<file path="src/rtl/aperture_remap.sv">
module aperture_remap #(
  parameter logic [31:0] WIN_BASE = 32'h0010_0000,
  parameter int          PAGE_CNT = 16
) (
  input  logic        clk,
  input  logic        rst_n,
  input  logic        reg_wr,
  input  logic        reg_rd,
  input  logic [3:0]  reg_addr,
  input  logic [31:0] reg_wdata,
  output logic [31:0] reg_rdata,
  output logic        reg_rvalid,
  input  logic        tr_req,
  input  logic [31:0] tr_addr,
  output logic        tr_valid,
  output logic        tr_fault,
  output logic [31:0] tr_pa
);
  localparam int         IDX_W   = (PAGE_CNT > 1) ? $clog2(PAGE_CNT) : 1;
  localparam logic [32:0] WIN_END = {1'b0, WIN_BASE} + 33'(PAGE_CNT) * 33'd4096;
  localparam logic [3:0] OFS_CFG = 4'h0;
  localparam logic [3:0] OFS_SEL = 4'h4;
  localparam logic [3:0] OFS_DAT = 4'h8;

  logic        en;
  logic [31:0] sel_addr;
  logic [19:0] tab [PAGE_CNT];

  function automatic logic in_win(input logic [31:0] a);
    return ({1'b0, a} >= {1'b0, WIN_BASE}) && ({1'b0, a} < WIN_END);
  endfunction

  function automatic logic [IDX_W-1:0] page_of(input logic [31:0] a);
    logic [31:0] d;
    d = a - WIN_BASE;
    return d[12 +: IDX_W];
  endfunction

  wire             sel_ok = in_win(sel_addr);
  wire [IDX_W-1:0] sel_idx = page_of(sel_addr);
  wire             tr_ok  = in_win(tr_addr);
  wire [IDX_W-1:0] tr_idx = page_of(tr_addr);
  wire [19:0]      tr_ent = tab[tr_idx];
  wire [19:0]      sel_ent = tab[sel_idx];

  always_ff @(posedge clk) begin
    if (!rst_n) begin
      en         <= 1'b0;
      sel_addr   <= '0;
      reg_rdata  <= '0;
      reg_rvalid <= 1'b0;
      tr_valid   <= 1'b0;
      tr_fault   <= 1'b0;
      tr_pa      <= '0;
      for (int i = 0; i < PAGE_CNT; i++) tab[i] <= '0;
    end else begin
      if (reg_wr) begin
        case (reg_addr)
          OFS_CFG: en <= reg_wdata[0];
          OFS_SEL: sel_addr <= reg_wdata;
          OFS_DAT: if (sel_ok) tab[sel_idx] <= {reg_wdata[31], reg_wdata[30:12]};
          default: ;
        endcase
      end
      reg_rvalid <= reg_rd;
      if (reg_rd) begin
        case (reg_addr)
          OFS_CFG: reg_rdata <= {31'b0, en};
          OFS_SEL: reg_rdata <= sel_addr;
          OFS_DAT: reg_rdata <= sel_ok ? {sel_ent, 12'h000} : 32'h0;
          default: reg_rdata <= 32'h0;
        endcase
      end
      tr_valid <= tr_req;
      if (tr_req) begin
        if (en && tr_ok && tr_ent[19]) begin
          tr_pa    <= {1'b0, tr_ent[18:0], tr_addr[11:0]};
          tr_fault <= 1'b0;
        end else begin
          tr_pa    <= 32'h0;
          tr_fault <= 1'b1;
        end
      end
    end
  end

  assert_rvalid_follows_R2: assert property (@(posedge clk) disable iff (!rst_n)
    reg_rd |=> reg_rvalid);
  assert_tvalid_follows_R8: assert property (@(posedge clk) disable iff (!rst_n)
    tr_req |=> tr_valid);
  assert_offset_pass_R8: assert property (@(posedge clk) disable iff (!rst_n)
    tr_req |=> (tr_fault || tr_pa[11:0] == $past(tr_addr[11:0])));
  assert_fault_zero_pa_R9: assert property (@(posedge clk) disable iff (!rst_n)
    (tr_valid && tr_fault) |-> (tr_pa == 32'h0));
  assert_disabled_faults_R9: assert property (@(posedge clk) disable iff (!rst_n)
    (tr_req && !en) |=> tr_fault);
  assert_outside_faults_R7: assert property (@(posedge clk) disable iff (!rst_n)
    (tr_req && !tr_ok) |=> tr_fault);
endmodule

</file>
<file path="config.mk">
export PLATFORM = sky130hd
export DESIGN_NAME = aperture_remap
export DESIGN_NICKNAME = d
export VERILOG_FILES = /design/src/rtl/aperture_remap.sv
export SDC_FILE = /design/constraint.sdc
export NUM_CORES = 1
export LEC_CHECK = 0
export BUFFER_PORTS_ARGS = -buffer_cell sky130_fd_sc_hd__buf_2
export CORE_MARGIN = 2
export CORE_UTILIZATION = 60
export CTS_CLUSTER_SIZE = 10
export DETAILED_ROUTE_END_ITERATION = 10
export HOLD_SLACK_MARGIN = 0.03
export PLACE_DENSITY_LB_ADDON = 0.25
export SETUP_SLACK_MARGIN = 0.05
export SLEW_MARGIN = 20
export SYNTH_ARGS = -nofsm -noshare
export SYNTH_HDL_FRONTEND = slang
export SYNTH_SLANG_ARGS = --single-unit
</file>
<file path="constraint.sdc">
create_clock -name clk -period 3.9 [get_ports clk]
set_input_delay 0.585 -clock clk [delete_from_list [all_inputs] [get_ports clk]]
set_output_delay 0.585 -clock clk [all_outputs]
set_load 0.02 [all_outputs]
</file>
Yosys cells after proc, flatten, opt, wreduce, memory -nomap -nowiden
Memories as Yosys holds them, arrays and structs flattened.
Index checks and enable logic that the tools add are counted.
Widths: inputs -> output; s select.
{"block": "op_classes", "eq_ne": 2, "add_sub_neg": 2, "order_cmp": 4, "muxes": 13, "n_reduce_logical": 8}
{"op": "$pmux 32 s3", "n": 1}
{"op": "$ge 32x21->1 const B", "n": 2}
{"op": "$lt 32x21->1 const B", "n": 2}
{"op": "$mux 32", "n": 1}
{"op": "$sub 16x1->16 const B", "n": 2}
{"op": "$mux 31", "n": 1}
{"op": "$mux 20", "n": 1}
{"op": "$reduce_or 20->1", "n": 1}
{"op": "$mux 1", "n": 8}
{"op": "$eq 4x3->1 const B", "n": 1}
{"op": "$eq 4x4->1 const B", "n": 1}
{"op": "$logic_and 1x1->1", "n": 4}
{"op": "$logic_not 4->1", "n": 1}
{"op": "$mux 4", "n": 1}
{"op": "$reduce_and 2->1", "n": 2}
{"block": "totals", "memories": 1, "ram_bits": 320, "output_inout_bits": 67, "ff_bits": 100, "wordCells": 37, "in_bits": 73}
{"name": "tab", "words": 16, "word_bits": 20, "rd": 2, "rd_ports_with_merged_regs": 0, "wr": 16, "line": "27", "source": "logic [19:0] tab [PAGE_CNT];"}

Depth between registers and ports, before layout
{"block": "logic_depth", "depth_word": 9, "ltp_mapped": 8, "ltp_nobuf": 5}

Worst setup path before layout
OpenSTA, ideal clock, no wires.
{"block": "synth_path", "kind": "input to register", "startpoint": "input port reg_addr[2]", "endpoint": "memory tab[13][0], enable pin", "t_required_ns": 3.475, "setup_ns": 0.425, "path_stages": 5, "n_path_buf": 0, "t_arrival_ns": 3.000, "path_slack_ns": 0.475, "path_cell_list": "nor4b_1 > nand4_1 > nor3_1 > nand2_1 > o21ai_0"}
{"item": "start, declared", "line": "9", "source": "input logic [3:0] reg_addr,"}
{"item": "end, declared", "line": "27"}

==> qor.csv <==
stage,metric,value,unit
status,status,completed,
clocking,cts.sinks,423,
synthesis,netlist_area,20600,um2
floorplan,die_area,35800,um2
global_routing,grt_max_degree,56,
global_routing,grt_pass1_wl,94900,um
route,viasPerCell,6.98,
worst_setup_path,critical_path_peak_fanout,37,
timing,hold_viol_final,0,
worst_setup_path,cp_num_buf_inv,2,
synthesis,syn_inst,1628,
global_routing,gr-total-overflow,0,
floorplan,num_rows,67,
synthesis,ys_types,43,
route,final_antenna_net_count,0,
timing,clock.fmax,372,MHz
final_layout,drive_gt1_frac,0.262,
floorplan,fp.dieH,189,um
timing,rsz0062_at_grt,false,
route,drc,0,
run,maxCapViolations,0,
timing,max_slew_margin,0.325,
route,drt-initial-drc-count,2419,
timing,tightest_slew,1.01,ns
route,routed_wl,64500,um
floorplan,dieWidth,189,um
placed_design,place_hpwl,39700,um
power,ir_drop,0.532,mV
clocking,cts.clk_slew.worst_paths,0.05,ns
synthesis,ys_warn_count,0,
power,leakage,8.25,nW
clocking,clk_latency,0.57,ns
timing,period_needed,2.69,ns
power,power,9.83,mW
timing,min_period_over_period,0.690,
worst_setup_path,cp_top_family,buffers and inverters,
route,first_pass_iters,5,
clocking,htreeDepth,2,
synthesis,yosys_most_used_dff,edfxtp_1,
floorplan,initial_core_util,0.612,
worst_hold_path,min_path_type,in2reg,
global_routing,grt_pass1_vias,15400,
clocking,cts_setup_buffers,0,
clocking,cts_root_buf,clkbuf_16,
floorplan,core-area,33600,um2
clocking,postCtsResizedCells,0,
clocking,clock_path_buffers,3,
synthesis,syn_nets,1701,
worst_setup_path,cpPeakStageDelay,0.60,ns
synthesis,synth_area_per_cell,12.6,um2
placed_design,numPortBuffers,138,
synthesis,synth_edf_count,320,
worst_setup_path,cp_slowest_cell,dfxtp_4,
final_layout,final_nets,1845,
placed_design,place_congestion,0.876,
clocking,cts_buffers,48,
worst_setup_path,path_cells,buf_4 > buf_4 > mux4_2 > a21oi_1 > nand2_1 > nand2_1 > o31ai_1,
timing,fin_skew,0.0205,ns
route,vias,15700,
floorplan,io_pins,140,
worst_setup_path,cp.arrival,3.11,ns
clocking,holdBufCountCts,0,
worst_setup_path,cp-end-kind,register,
synthesis,seq_area_frac_synth,0.567,
global_routing,grt_antenna_before_repair,0,
route,wl_per_cell,28.6,um
global_routing,grt_use_total,0.362,
timing,setup_tns,0,ns
final_layout,diodes,0,
timing,setup_viol,0,
final_layout,area_delta_synth_final,14.2,%
timing,slew_violations,0,
worst_setup_path,crit_required,4.32,ns
synthesis,synth_seq_cells,423,
worst_setup_path,cp-start-kind,register,
power,cellPowerDensity,418,nW/um2
synthesis,async_flop_share,0,
worst_setup_path,path_class,reg2reg,
clocking,cts_tree,built,
## sequential cells by signal, summed over array words and instances, names as in the netlist, named ones only
register and cells:
reg_rvalid 1, en 1, reg_rdata 32, tr_fault 1
tr_pa 31, tr_valid 1, sel_addr 32, tab 320
## power breakdown
group          switching [mW]  leakage (nW)  internal, mW
Clock                    1.73         0.654          2.35
Combinational           0.409          3.46         0.309
Sequential             0.0790          4.13          4.95
Total                    2.22          8.25          7.61
## final cells by class
cell class,instances,area (um2)
inverter,5,18.8
multi-input combinational,1069,8360
sequential,423,11700
timing repair buffer,225,1490
fill,2357,10100
clock buffer,86,1380
tap,448,561
## metrics by stage
stage	cell area [um2]	hold slack (ns)	setup slack [ns]	std cells	util
global placement	22100	0.450	1.08	2169	0.657
detailed placement	22100	0.456	1.01	2169	0.657
global route	23500	0.241	1.13	2256	0.699
finish	23500	0.241	1.21	2256	0.699
CTS	23500	0.232	1.28	2255	0.698
floorplan	20600	0.440	0.475	1628	-
## cells in the final DEF (no fill, tap or decap), types with 10 or more instances in the layout
| cell | synthesis | final |
|---|---|---|
| clkbuf_16 | 0 | 49 |
| a22o_1 | 32 | 32 |
| a21oi_1 | 90 | 90 |
| nand2_1 | 153 | 145 |
| nor3_1 | 25 | 25 |
| edfxtp_1 | 320 | 320 |
| buf_12 | 0 | 10 |
| mux4_1 | 16 | 16 |
| mux2_2 | 39 | 39 |
| a21boi_0 | 33 | 33 |
| clkbuf_1 | 94 | 36 |
| buf_2 | 17 | 136 |
| o21ai_0 | 39 | 23 |
| o21ai_2 | 0 | 16 |
| o31ai_1 | 17 | 17 |
| mux2i_1 | 42 | 42 |
| nor3b_1 | 17 | 17 |
| a211oi_1 | 21 | 21 |
| o21a_1 | 19 | 19 |
| mux4_2 | 124 | 124 |
| dfxtp_1 | 103 | 99 |
| nor2b_1 | 29 | 26 |
| a22oi_1 | 19 | 19 |
| nor2_1 | 323 | 322 |
| buf_4 | 4 | 78 |
## synthesized netlist by cell type, types with 19 or more instances
master,number,area [um2]
o21a_1,19,143
mux2i_1,42,420
a22o_1,32,280
a21boi_0,33,248
a211oi_1,21,158
nor2_1,323,1210
nand2_1,153,574
mux2_2,39,439
o21ai_0,39,195
edfxtp_1,320,9610
clkbuf_1,94,353
a22oi_1,19,143
nor2b_1,29,181
a21oi_1,90,450
dfxtp_1,103,2060
mux4_2,124,2790
nor3_1,25,125
## kinds of logic after synthesis
logic type / share of synthesized area
AOI/OAI and AO/OA: 0.0865
muxes: 0.198
other: 0.000182
buffers and inverters: 0.0311
DFF: 0.567
and+or+nand+nor: 0.117
## per-layer routing
metal / vias to the layer above / wire length [um] / global-route usage
met5: - / 0 / 0
met4: 0 / 3400 / 0.182
met3: 264 / 9420 / 0.0994
met2: 1410 / 29100 / 0.559
met1: 7664 / 22600 / 0.478
li1: 6398 / - / -
## final timing paths
check	start	to	depth (start not counted)	slack, ns
worst max register to register	register	reg_rdata[24]$_SDFFE_PN0P_	7	1.21
worst min-delay path	tr_addr[6]	tr_pa[6]$_SDFFE_PN0P_	2	0.24
worst min register to register	sel_addr[1]$_SDFFE_PN0P_	sel_addr[1]$_SDFFE_PN0P_	2	0.47
worst max-delay path	register	reg_rdata[24]$_SDFFE_PN0P_	7	1.21
(Power assumes the default switching activity.)
